$ cat src/rtl/bseqPkg.sv
package bseqPkg;

  localparam int TMPL_W   = 5;
  localparam int SLOT_W   = 41;
  localparam int NSLOT    = 3;
  localparam int BUNDLE_W = TMPL_W + NSLOT * SLOT_W;
  localparam int WIDE_W   = 2 * SLOT_W;
  localparam int PAY_W    = BUNDLE_W - TMPL_W;
  localparam int IDX_W    = $clog2(NSLOT);

  typedef enum logic [2:0] {
    UNIT_M = 3'd0,
    UNIT_I = 3'd1,
    UNIT_A = 3'd2,
    UNIT_F = 3'd3,
    UNIT_B = 3'd4
  } unitT;

  typedef struct packed {
    logic             legal;
    logic             isLong;
    unitT             u0;
    unitT             u1;
    unitT             u2;
    logic [NSLOT-1:0] stopAt;
  } tmplT;

  typedef struct packed {
    logic load;
    logic advance;
    logic clear;
  } strobeT;

  function automatic tmplT mkEntry(input logic lg, input logic ln,
                                   input unitT a, input unitT b, input unitT c,
                                   input logic [NSLOT-1:0] st);
    tmplT e;
    e.legal  = lg;
    e.isLong = ln;
    e.u0     = a;
    e.u1     = b;
    e.u2     = c;
    e.stopAt = st;
    return e;
  endfunction

  function automatic tmplT decodeTmpl(input logic [TMPL_W-1:0] code);
    tmplT e;
    case (code[4:1])
      4'd0:    e = mkEntry(1'b1, 1'b0, UNIT_M, UNIT_I, UNIT_I, 3'b000);
      4'd1:    e = mkEntry(1'b1, 1'b0, UNIT_M, UNIT_I, UNIT_I, 3'b010);
      4'd2:    e = mkEntry(1'b1, 1'b1, UNIT_M, UNIT_I, UNIT_M, 3'b000);
      4'd4:    e = mkEntry(1'b1, 1'b0, UNIT_M, UNIT_M, UNIT_I, 3'b000);
      4'd5:    e = mkEntry(1'b1, 1'b0, UNIT_M, UNIT_M, UNIT_I, 3'b001);
      4'd6:    e = mkEntry(1'b1, 1'b0, UNIT_M, UNIT_F, UNIT_I, 3'b000);
      4'd7:    e = mkEntry(1'b1, 1'b0, UNIT_M, UNIT_M, UNIT_F, 3'b000);
      4'd8:    e = mkEntry(1'b1, 1'b0, UNIT_M, UNIT_I, UNIT_B, 3'b000);
      4'd9:    e = mkEntry(1'b1, 1'b0, UNIT_M, UNIT_B, UNIT_B, 3'b000);
      4'd10:   e = mkEntry(1'b1, 1'b0, UNIT_A, UNIT_A, UNIT_I, 3'b000);
      4'd11:   e = mkEntry(1'b1, 1'b0, UNIT_B, UNIT_B, UNIT_B, 3'b000);
      4'd12:   e = mkEntry(1'b1, 1'b0, UNIT_M, UNIT_M, UNIT_B, 3'b000);
      4'd14:   e = mkEntry(1'b1, 1'b0, UNIT_M, UNIT_F, UNIT_B, 3'b000);
      4'd15:   e = mkEntry(1'b1, 1'b1, UNIT_M, UNIT_B, UNIT_M, 3'b000);
      default: e = mkEntry(1'b0, 1'b0, UNIT_M, UNIT_M, UNIT_M, 3'b000);
    endcase
    // code bit 0 closes the group after the bundle's final item
    if (code[0]) begin
      if (e.isLong) e.stopAt[1] = 1'b1;
      else          e.stopAt[NSLOT-1] = 1'b1;
    end
    return e;
  endfunction

endpackage

$ cat src/rtl/bseqTemplateRom.sv
module bseqTemplateRom
  import bseqPkg::*;
(
  input  logic [TMPL_W-1:0] tmplCode,
  output tmplT              entry
);

  always_comb entry = decodeTmpl(tmplCode);

endmodule

$ cat src/rtl/bseqCtrl.sv
module bseqCtrl
  import bseqPkg::*;
(
  input  logic   clk,
  input  logic   rst,
  input  logic   inValid,
  input  logic   alignOk,
  input  logic   tmplLegal,
  input  logic   isLast,
  input  logic   outReady,
  output logic   inReady,
  output logic   outValid,
  output logic   alignErr,
  output logic   tmplErr,
  output strobeT strobe
);

  logic busyQ;
  logic accept;

  assign inReady  = !busyQ;
  assign outValid = busyQ;
  assign accept   = inValid && !busyQ;

  always_comb begin
    strobe.load    = accept && alignOk && tmplLegal;
    strobe.advance = busyQ && outReady && !isLast;
    strobe.clear   = busyQ && outReady && isLast;
  end

  always_ff @(posedge clk) begin
    if (rst) begin
      busyQ    <= 1'b0;
      alignErr <= 1'b0;
      tmplErr  <= 1'b0;
    end else begin
      if (strobe.load)       busyQ <= 1'b1;
      else if (strobe.clear) busyQ <= 1'b0;
      alignErr <= accept && !alignOk;
      tmplErr  <= accept && !tmplLegal;
    end
  end

endmodule

$ cat src/rtl/bseqData.sv
module bseqData
  import bseqPkg::*;
(
  input  logic              clk,
  input  logic              rst,
  input  strobeT            strobe,
  input  logic [PAY_W-1:0]  payload,
  input  tmplT              entryIn,
  output logic [WIDE_W-1:0] outSlot,
  output logic [2:0]        outUnit,
  output logic              outStop,
  output logic              isLast
);

  logic [PAY_W-1:0]  payQ;
  logic              longQ;
  unitT              unitQ [NSLOT];
  logic [NSLOT-1:0]  stopQ;
  logic [IDX_W-1:0]  idxQ;
  logic [SLOT_W-1:0] slotField [NSLOT];

  for (genvar s = 0; s < NSLOT; s++) begin : g_field
    assign slotField[s] = payQ[s*SLOT_W +: SLOT_W];
  end

  always_ff @(posedge clk) begin
    if (rst) begin
      payQ  <= '0;
      longQ <= 1'b0;
      stopQ <= '0;
      idxQ  <= '0;
      for (int s = 0; s < NSLOT; s++) unitQ[s] <= UNIT_M;
    end else if (strobe.load) begin
      payQ     <= payload;
      longQ    <= entryIn.isLong;
      stopQ    <= entryIn.stopAt;
      unitQ[0] <= entryIn.u0;
      unitQ[1] <= entryIn.u1;
      unitQ[2] <= entryIn.u2;
      idxQ     <= '0;
    end else if (strobe.advance) begin
      idxQ <= idxQ + 1'b1;
    end else if (strobe.clear) begin
      idxQ <= '0;
    end
  end

  assign isLast = (idxQ == (longQ ? IDX_W'(1) : IDX_W'(NSLOT - 1)));

  always_comb begin
    outSlot = '0;
    outUnit = unitQ[0];
    outStop = 1'b0;
    for (int s = 0; s < NSLOT; s++) begin
      if (idxQ == IDX_W'(s)) begin
        outSlot = {{(WIDE_W - SLOT_W){1'b0}}, slotField[s]};
        outUnit = unitQ[s];
        outStop = stopQ[s];
      end
    end
    if (longQ && idxQ == IDX_W'(1)) outSlot = payQ[PAY_W-1 -: WIDE_W];
  end

endmodule

$ cat src/rtl/bundleSequencer.sv
module bundleSequencer
  import bseqPkg::*;
#(
  parameter int ADDR_W       = 64,
  parameter int BUNDLE_BYTES = 16
) (
  input  logic                clk,
  input  logic                rst,
  input  logic                inValid,
  output logic                inReady,
  input  logic [BUNDLE_W-1:0] inBundle,
  input  logic [ADDR_W-1:0]   inAddr,
  output logic                outValid,
  input  logic                outReady,
  output logic [WIDE_W-1:0]   outSlot,
  output logic [2:0]          outUnit,
  output logic                outStop,
  output logic                outLast,
  output logic                alignErr,
  output logic                tmplErr
);

  localparam logic [ADDR_W-1:0] ALIGN_MASK = ADDR_W'(BUNDLE_BYTES - 1);

  tmplT   entry;
  strobeT strobe;
  logic   alignOk;
  logic   isLast;

  assign alignOk = ((inAddr & ALIGN_MASK) == '0);
  assign outLast = isLast;

  bseqTemplateRom i_rom (
    .tmplCode (inBundle[TMPL_W-1:0]),
    .entry    (entry)
  );

  bseqCtrl i_ctrl (
    .clk       (clk),
    .rst       (rst),
    .inValid   (inValid),
    .alignOk   (alignOk),
    .tmplLegal (entry.legal),
    .isLast    (isLast),
    .outReady  (outReady),
    .inReady   (inReady),
    .outValid  (outValid),
    .alignErr  (alignErr),
    .tmplErr   (tmplErr),
    .strobe    (strobe)
  );

  bseqData i_data (
    .clk     (clk),
    .rst     (rst),
    .strobe  (strobe),
    .payload (inBundle[BUNDLE_W-1:TMPL_W]),
    .entryIn (entry),
    .outSlot (outSlot),
    .outUnit (outUnit),
    .outStop (outStop),
    .isLast  (isLast)
  );

endmodule

$ cat config.mk
export PLATFORM = sky130hd
export DESIGN_NAME = bundleSequencer
export DESIGN_NICKNAME = d
export VERILOG_FILES = /design/src/rtl/bseqPkg.sv /design/src/rtl/bseqTemplateRom.sv /design/src/rtl/bseqCtrl.sv /design/src/rtl/bseqData.sv /design/src/rtl/bundleSequencer.sv
export SDC_FILE = /design/constraint.sdc
export NUM_CORES = 1
export LEC_CHECK = 0
export ABC_AREA = 1
export CAP_MARGIN = 20
export CORE_ASPECT_RATIO = 1.5
export CORE_MARGIN = 5
export CORE_UTILIZATION = 50
export CTS_BUF_LIST = sky130_fd_sc_hd__clkbuf_16
export CTS_CLUSTER_DIAMETER = 120
export DETAILED_ROUTE_END_ITERATION = 8
export DONT_BUFFER_PORTS = 1
export MAX_ROUTING_LAYER = met4
export PLACE_DENSITY = 0.72
export SLEW_MARGIN = 10
export SYNTH_ARGS = -nofsm -noshare
export SYNTH_HDL_FRONTEND = slang
export SYNTH_SLANG_ARGS = --single-unit
$ cat constraint.sdc
create_clock -name clk -period 2.06 [get_ports clk]
set_clock_uncertainty 0.15 [all_clocks]
set_input_delay 0.309 -clock clk [delete_from_list [all_inputs] [get_ports clk]]
set_output_delay 0.309 -clock clk [all_outputs]
set_load 0.01 [all_outputs]
==> flow_summary.ini, run 1 <==
[timing]
total_negative_slack_for_setup_checks_ns = -10.72
finalSetupViolations = 85
postLayoutSetupSlackWorst_ns = -0.1953
final.min_clock_period_ns = 2.255
timing_hold_violations_final = 0
setup_repair_after_global_routing_missed_its_margin = true
finalCritPeriodShare = 1.095
hold_ws_ns = 0.01079
slew_viol_final = 0
timing.max_slew.rel_slack = 0.6992
measured_slew_at_the_worst_slew_check_pin_ns = 0.4512
clock.fmax_mhz = 443.4

[layout]
stdcell_area_um2 = 11690
flow.area_growth_from_synthesis_pct = 56.76
final_cell_count_no_fill = 1386
nets = 1374
fraction_of_layout_instances_using_a_drive_strength_above_1 = 0.3274
post_route_utilization = 0.8013

[routing]
post_drt_wl_per_cell_um = 21.25
drtPass1Iterations = 5
drt_drc_violations_left = 0
totalWireLength_mm = 29.45
number_of_drc_violations_after_detailed_routing_iteration_0 = 691
routed-via-count = 8153
routed_via_count_divided_by_cell_count = 5.882
route.antenna.remaining_nets = 0

[floorplan]
die_area_um2 = 17510
placement_rows = 54
num_io_pins = 287
die_width_um = 109.7
core_footprint_um2 = 14590
floorplan.initialDensity = 0.5111
die_height_um = 159.6

[power_and_ir_drop]
cellPowerDensity_nw_per_um2 = 567.3
seqPwrFrac = 0.422
p_clk_frac = 0.488
p_int_mw = 5.032
power.share.switching = 0.2416
combinationalPowerShare = 0.090
ir_drop_uv = 484.8
final_total_pwr_mw = 6.634
power.net_switching_mw = 1.602
power_leakage_nw = 4.506

[clocking]
cts_sinks = 140
cts_buffer_depth = 2
cts.htree.levels = 4
cts_buffers = 17
cts_root_buf = sky130_fd_sc_hd__clkbuf_16
clock_tree_from_tritoncts = built
insertion_delay_ns = 0.41
path_clk_slew_ns = 0.06

[placed_design]
placement.io_buffers = 0
dpl_cell_area_um2 = 7984
place.detailed.hpwl_mm = 13.88
placed_cells = 1189
finalWeightedCongestion = 0.8449
dp_worst_setup_slack_ns = 0.06869

[status]
failed_checks = setup timing
outcome = finished with violations

[synth]
synth-edff-count = 8
netlist_area_um2 = 7460
commonest_register_cell_after_synthesis = sky130_fd_sc_hd__dfxtp_1
synthesized_nets = 1194
synthXorXnorAreaFrac = 0
synth_top_family_by_area = simple AND/OR/NAND/NOR gates
synth.ff_latch_count = 140
yosys_warnings = 0
synth-async-reset-ratio = 0
synth.avg_cell_area_um2 = 7.497
post_synthesis_compound_gate_area_fraction = 0.07514
synthDominantAreaCellType = sky130_fd_sc_hd__dfxtp_1
netlist_instances = 995
synth.lib_cells_used.distinct = 31
yosysSeqAreaShare = 0.3864
yosys-mux-area-fraction = 0
yosys.area_share.adder = 0.005032
synthDominantCellAreaShare = 0.3542
synth_area_leaders = sky130_fd_sc_hd__dfxtp_1, sky130_fd_sc_hd__nand3_2, sky130_fd_sc_hd__nand2_1
yosys.area_share.simple = 0.4044

[worst_setup_path]
cp.arrival_ns = 1.80
max_stage_delay_ns = 0.36
required_ns = 1.60
timing.critical_path.cells = inv_6, ha_4, buf_8, o21ai_4, buf_12, o21ai_1, buf_4
timing.critical_path.from_type = flip-flop
top_family_by_delay_on_critical_path = buffers and inverters
category_of_the_critical_setup_timing_path = reg2out
cp_slowest_cell = sky130_fd_sc_hd__dfxtp_4
crit_path_end_kind = primary output
worst-path-buf-inv = 4
crit_path_max_fanout = 13

[run]
maxCapViolations = 0

[global_route]
grt_use_met3 = 0.06815
grt_pass1_wl_mm = 41.14
grt_util_all_layers = 0.3054
grt_max_degree = 74
global_routing_usage_on_met2 = 0.5094
globalRouteOverflowTotal = 0
grt_busiest_layer = met2
first_global_vias = 8138
antenna_violations_before_repair = 2
groute.layer.met1.usage = 0.3221

[hold_path]
hold_path.class = in2reg
power by group through the flow:
stage                     Combinational, mW  Sequential [mW]  Clock, mW
after floorplan                       0.248             2.85          0
after global placement                0.293             2.85          0
after detailed placement              0.295             2.86          0
after CTS                             0.537             2.79       3.24
after global routing                  0.629             2.80       3.37
final                                 0.595             2.80       3.24
what timing repair did:
| item | in CTS | in global routing |
|---|---|---|
| pin swaps | 5 | 20 |
| gates cloned | 10 | 9 |
| setup buffers | 5 | 7 |
| hold buffers | 130 | 2 |
| hold endpoints to repair | 132 | 2 |
| gates resized for setup | 185 | 122 |
| endpoints found under the setup margin | 86 | 85 |
metal layers:
layer,part of all wire,wire length [um]
met1,0.35,10360
met2,0.51,15150
met3,0.073,2150
met4,0.061,1800
met5,0,0
logic make-up after synthesis:
logic type                 count (synthesis)
AOI/OAI and AO/OA                         99
adders and majority gates                  3
buffers and inverters                    187
DFF                                      140
and+or+nand+nor                          566
path summary, 6_finish.rpt:
check,slack [ns],depth (start not counted),startpoint,end
setup reg to reg,0.21,7,i_ctrl.outValid$_SDFFE_PP0P_,i_data.payQ[61]$_SDFFE_PP0P_
hold reg to reg,0.31,2,i_data.payQ[94]$_SDFFE_PP0P_,i_data.payQ[94]$_SDFFE_PP0P_
hold / removal,0.01,2,inBundle[1],i_data.unitQ[0][5]$_SDFFCE_PN0P_
setup / recovery,-0.20,7,i_data.idxQ[1]$_SDFFE_PP0P_,outSlot[24]
registers in the layout, indices dropped and copies added, names as in the netlist:
| signal | count |
|---|---|
| i_ctrl.outValid | 1 |
| i_data.longQ | 1 |
| i_data.idxQ | 2 |
| i_data.unitQ | 8 |
| i_data.payQ | 123 |
| i_ctrl.tmplErr | 1 |
| i_ctrl.alignErr | 1 |
| i_data.stopQ | 3 |
cells in the final DEF (no fill, tap or decap), drive strengths merged:
cell type / n
a211oi: 1
a21oi: 3
a22o: 1
buf: 103
bufinv: 3
clkbuf: 26
clkinv: 5
clkinvlp: 2
dfxtp: 132
diode: 2
dlygate4sd3: 132
edfxtp: 8
ha: 3
inv: 108
nand2: 236
nand3: 260
nand4: 2
nor2: 66
nor3: 3
o211ai: 1
o21ai: 49
o22ai: 43
o31ai: 1
area by class of cell:
type | count | area, um^2
inverters | 104 | 417.9
flip-flops and latches | 140 | 2892
clock buffers | 18 | 450.4
fillers | 782 | 2900
clock inverters | 14 | 168.9
multi-input cells | 669 | 4602
repair buffers | 243 | 2913
well taps | 196 | 245.2
diodes | 2 | 5.005
synth_stat cells, types with 4 or more instances:
library cell,number
sky130_fd_sc_hd__dfxtp_1,132
sky130_fd_sc_hd__buf_4,5
sky130_fd_sc_hd__buf_6,4
sky130_fd_sc_hd__o21ai_0,30
sky130_fd_sc_hd__nand2_1,231
sky130_fd_sc_hd__nand3_2,101
sky130_fd_sc_hd__inv_1,100
sky130_fd_sc_hd__nor2_1,63
sky130_fd_sc_hd__nand3_1,159
sky130_fd_sc_hd__o21ai_1,19
sky130_fd_sc_hd__clkbuf_1,37
sky130_fd_sc_hd__o22ai_1,43
sky130_fd_sc_hd__edfxtp_1,8
sky130_fd_sc_hd__buf_2,24
sky130_fd_sc_hd__buf_12,11
Power figures use the tool's default switching activity.
==> inputs of run 2 (changes only) <==
- SKIP_CTS_REPAIR_TIMING: unset -> 1
==> run 2 against run 1 <==
Effect of this change:
- the flow finishes with violations (hold timing, setup timing)
- non-clock buffer count fell by 7
- setup slack got worse by 0.023 ns
- die area stayed put
- highest routed layer unchanged
==> flow_summary.ini, run 2 (same netlist as run 1, synthesis figures left out) <==
[worst_setup_path]
timing.critical_path.from_type = flip-flop
setup.worst_path.end = outSlot[31]
required_ns = 1.60
crit_path_end_kind = primary output
setup.worst_path.start = i_data.idxQ[0]$_SDFFE_PP0P_
category_of_the_critical_setup_timing_path = reg2out
reg2reg_to = i_data.unitQ[0][1]$_SDFFCE_PN0P_
r2r-start = i_ctrl.outValid$_SDFFE_PP0P_
cp.arrival_ns = 1.82
reg2reg_setup_slack_ns = 0.31
worst_r2r_path_depth = 5
crit_path_max_fanout = 6

[clocking]
insertion_delay_ns = 0.41
cts.htree.levels = 4
cts_buffer_depth = 2
path_clk_slew_ns = 0.06
cts_buffers = 17
clock_tree_from_tritoncts = built
cts_sinks = 140
cts_root_buf = sky130_fd_sc_hd__clkbuf_16

[status]
outcome = finished with violations
failed_checks = hold timing, setup timing

[floorplan]
floorplan.initialDensity = 0.5111
die_area_um2 = 17510
die_width_um = 109.7
placement_rows = 54
num_io_pins = 287
core_footprint_um2 = 14590
die_height_um = 159.6

[routing]
drt_drc_violations_left = 0
routed-via-count = 7969
number_of_drc_violations_after_detailed_routing_iteration_0 = 673
routed_via_count_divided_by_cell_count = 5.770
totalWireLength_mm = 28.10
post_drt_wl_per_cell_um = 20.35
route.antenna.remaining_nets = 0
drtPass1Iterations = 5

[power_and_ir_drop]
power_leakage_nw = 4.433
ir_drop_uv = 473.9
cellPowerDensity_nw_per_um2 = 577.0

[placed_design]
dp_worst_setup_slack_ns = 0.06869
placement.io_buffers = 0
place.detailed.hpwl_mm = 13.88
finalWeightedCongestion = 0.8449

[timing]
finalCritPeriodShare = 1.106
measured_slew_at_the_worst_slew_check_pin_ns = 0.4593
timing.max_slew.rel_slack = 0.6938
hold_ws_ns = -0.002132
postLayoutSetupSlackWorst_ns = -0.2179
timing_hold_violations_final = 1
finalSetupViolations = 84
total_negative_slack_for_setup_checks_ns = -9.373
final.min_clock_period_ns = 2.278
slew_viol_final = 0
clock.fmax_mhz = 439.0
setup_repair_after_global_routing_missed_its_margin = true

[hold_path]
worst_hold_path.num_cells = 3
min_from = outReady
hold_path.class = in2reg

[layout]
nets = 1367
top_regs = i_data.payQ: 123 flops, i_data.unitQ: 8 flops, i_data.stopQ: 3 flops
mostFrequentLayoutCell = sky130_fd_sc_hd__nand2_1
fraction_of_layout_instances_using_a_drive_strength_above_1 = 0.3124
flow.area_growth_from_synthesis_pct = 53.09
layout.cells.most_common_list = sky130_fd_sc_hd__nand2_1, sky130_fd_sc_hd__nand3_1, sky130_fd_sc_hd__dfxtp_1
top_register = i_data.payQ
largest_reg_flops = 123
n_fill_cell = 853

[run]
maxCapViolations = 0

[global_route]
globalRouteOverflowTotal = 0
first_global_vias = 6301
grt_util_all_layers = 0.2292
antenna_violations_before_repair = 3
grt_pass1_wl_mm = 31.24
grt_max_degree = 74
## run 2: changes by cell type in the layout (fill, tap and decap cells not counted), sizes merged
cell / before / now
clkbuf: 26 / 31
dlygate4sd3: 132 / 128
buf: 103 / 95
diode: 2 / 4
## run 2: metal layers
| layer | track usage | vias up | routed length, um |
|---|---|---|---|
| li1 | - | 3622 | - |
| met1 | 0.2574 | 3763 | 9998 |
| met2 | 0.3766 | 441 | 14320 |
| met3 | 0.05680 | 143 | 2086 |
| met4 | 0.1066 | 0 | 1696 |
| met5 | - | - | 0 |
## run 2: area by class of cell
type	instances	area [um^2]	area share
diodes	4	10.01	0.0008765
clock inverters	14	168.9	0.01479
repair buffers	236	2793	0.2445
inverters	104	417.9	0.03659
multi-input cells	669	4443	0.3891
clock buffers	18	450.4	0.03944
flip-flops and latches	140	2892	0.2532
well taps	196	245.2	0.02147
## run 2: metrics by stage
stage	total power, mW	utilization	cell area, um^2	instances
finish	6.589	0.7825	11420	1381
global route	6.775	0.7823	11420	1380
CTS	6.336	0.5895	8603	1221
detailed placement	3.150	0.5471	7984	1189
global placement	3.146	0.5471	7984	1189
floorplan	3.099	-	7460	995
## run 2: how the worst min path moves through the flow
| stage | end |
|---|---|
| floorplan | i_ctrl.tmplErr$_SDFF_PP0_ |
| global placement | i_ctrl.tmplErr$_SDFF_PP0_ |
| detailed placement | i_ctrl.tmplErr$_SDFF_PP0_ |
| CTS | i_ctrl.alignErr$_SDFF_PP0_ |
| global route | i_data.idxQ[1]$_SDFFE_PP0P_ |
| finish | i_data.idxQ[1]$_SDFFE_PP0P_ |
## run 2: power breakdown
group          internal, mW  total [mW]  switching (mW)
clock network          1.98        3.22            1.24
registers              2.77        2.80          0.0263
logic                 0.269       0.571           0.302
## run 2: worst max-delay path, stage by stage (launching register included)
cell and delay [ns]:
sky130_fd_sc_hd__dfxtp_4 0.39, sky130_fd_sc_hd__inv_4 0.06, sky130_fd_sc_hd__ha_4 0.17, sky130_fd_sc_hd__inv_8 0.08, sky130_fd_sc_hd__nand2_8 0.10, sky130_fd_sc_hd__buf_12 0.16
sky130_fd_sc_hd__o22ai_2 0.11, sky130_fd_sc_hd__nand2_1 0.07, sky130_fd_sc_hd__o21ai_1 0.11, sky130_fd_sc_hd__buf_4 0.16
==> inputs of run 3 (changes only) <==
- ABC_CLOCK_PERIOD_IN_PS: unset -> 2500
- CORE_ASPECT_RATIO: 1.5 -> unset
- clock period: 2.06 -> 2.5 ns (I/O delays scaled with it)
==> run 3 against run 2 <==
Effect of this change:
- the flow now finishes without violations
- clock power fell by 17%
- non-clock buffer count fell by 88
- global-route usage fell by 0.38 points
- sequential power fell by 18%
- first-iteration DRC count fell by 22%
- critical path depth fell by 1
- register-to-register slack improved by 0.19 ns
- clock-buffer cell count did not move
- combinational power fell by 29%
- total power fell by 18%
- setup slack improved by 0.24 ns
- critical endpoint is now outSlot[8]
- largest power group unchanged
==> flow_summary.ini, run 3 (same netlist as run 1, synthesis figures left out) <==
[global_route]
grt_max_degree = 70
globalRouteOverflowTotal = 0
grt_pass1_wl_mm = 31.17
grt_util_all_layers = 0.2254
antenna_violations_before_repair = 0
first_global_vias = 5727

[floorplan]
die_height_um = 132.1
num_io_pins = 287
floorplan.initialDensity = 0.5113
placement_rows = 44
die_area_um2 = 17460
core_footprint_um2 = 14590
die_width_um = 132.1

[timing]
final.min_clock_period_ns = 2.474
slew_viol_final = 0
clock.fmax_mhz = 404.2
total_negative_slack_for_setup_checks_ns = 0
setup_repair_after_global_routing_missed_its_margin = true
measured_slew_at_the_worst_slew_check_pin_ns = 0.9321
timing_hold_violations_final = 0
hold_ws_ns = 0.01188
finalSetupViolations = 0
finalCritPeriodShare = 0.9896
timing.max_slew.rel_slack = 0.3786

[routing]
totalWireLength_mm = 22.00
number_of_drc_violations_after_detailed_routing_iteration_0 = 527
post_drt_wl_per_cell_um = 17.23
route.antenna.remaining_nets = 0
routed_via_count_divided_by_cell_count = 5.455
drt_drc_violations_left = 0
drtPass1Iterations = 4
routed-via-count = 6966

[clocking]
clock_tree_from_tritoncts = built
path_clk_slew_ns = 0.06
cts_buffers = 17
cts.htree.levels = 4
insertion_delay_ns = 0.42
cts_sinks = 140
cts_root_buf = sky130_fd_sc_hd__clkbuf_16
cts_buffer_depth = 2

[power_and_ir_drop]
ir_drop_uv = 424.5
seqPwrFrac = 0.428
combinationalPowerShare = 0.075
cellPowerDensity_nw_per_um2 = 576.4
p_int_mw = 4.185
power_leakage_nw = 3.651
power.net_switching_mw = 1.204
power.share.switching = 0.2234
p_clk_frac = 0.497

[placed_design]
place.detailed.hpwl_mm = 13.78
finalWeightedCongestion = 0.8606
placement.io_buffers = 0

[worst_setup_path]
cp.arrival_ns = 1.95
crit_path_end_kind = primary output
timing.critical_path.from_type = flip-flop
required_ns = 1.98
crit_path_max_fanout = 21
worst_r2r_path_depth = 7
category_of_the_critical_setup_timing_path = reg2out

[layout]
top_regs = i_data.payQ: 123 flops, i_data.unitQ: 8 flops, i_data.stopQ: 3 flops
largest_reg_flops = 123
fraction_of_layout_instances_using_a_drive_strength_above_1 = 0.1648
layout.cells.most_common_list = sky130_fd_sc_hd__nand2_1, sky130_fd_sc_hd__nand3_1, sky130_fd_sc_hd__dfxtp_1
top_register = i_data.payQ
flow.area_growth_from_synthesis_pct = 25.33
mostFrequentLayoutCell = sky130_fd_sc_hd__nand2_1
nets = 1278

[hold_path]
hold_path.class = in2reg
worst_hold_path.num_cells = 3

[run]
maxCapViolations = 0

[status]
outcome = completed
run 3: worst paths after layout:
check | from | to | slack, ns
min reg2reg | i_data.payQ[114]$_SDFFE_PP0P_ | i_data.payQ[114]$_SDFFE_PP0P_ | 0.31
max | i_data.idxQ[1]$_SDFFE_PP0P_ | outSlot[8] | 0.03
min | inBundle[4] | i_data.stopQ[0]$_SDFFE_PP0P_ | 0.01
max reg2reg | i_ctrl.outValid$_SDFFE_PP0P_ | i_data.payQ[73]$_SDFFE_PP0P_ | 0.50
run 3: per-layer routing:
layer | part of all wire | track usage | wire (um)
met1 | 0.42 | 0.2947 | 9246
met2 | 0.49 | 0.3296 | 10670
met3 | 0.070 | 0.07901 | 1540
met4 | 0.025 | 0.06571 | 541
met5 | 0 | - | 0
run 3: per-stage QoR:
stage,power [mW],setup slack [ns],area [um^2],util,cells
2_1_floorplan,2.554,0.5411,7460,-,995
3_3_place_gp,2.583,0.3271,7428,0.5092,1119
3_5_place_dp,2.587,0.3193,7428,0.5092,1119
4_1_cts,5.251,-0.1435,8051,0.5519,1151
5_1_grt,5.564,-0.08572,9346,0.6407,1276
6_report,5.389,0.02596,9349,0.6408,1277
run 3: critical path: stages (launching register included):
cell and delay (ns):
sky130_fd_sc_hd__dfxtp_1 0.33, sky130_fd_sc_hd__inv_1 0.09, sky130_fd_sc_hd__ha_2 0.23, sky130_fd_sc_hd__inv_1 0.11
sky130_fd_sc_hd__nand2_2 0.08, sky130_fd_sc_hd__buf_8 0.17, sky130_fd_sc_hd__o22ai_1 0.24, sky130_fd_sc_hd__nand2_1 0.10
sky130_fd_sc_hd__o21ai_1 0.17
run 3: cell type report:
cell class                 count  area, um^2
inverter                     104       402.9
clock buffer                  18       450.4
sequential                   140        2884
clock inverter                14       172.7
timing repair buffer         148        1538
fill                        1206        5240
tap                          184       230.2
multi-input combinational    668        3669
antenna                        1       2.502
run 3: power by group through the flow:
stage          clock [mW]  sequential (mW)  combinational [mW]
2_1_floorplan           0             2.35               0.204
3_3_place_gp            0             2.35               0.232
3_5_place_dp            0             2.35               0.234
4_1_cts              2.71             2.30               0.235
5_1_grt              2.82             2.31               0.439
6_report             2.68             2.30               0.406
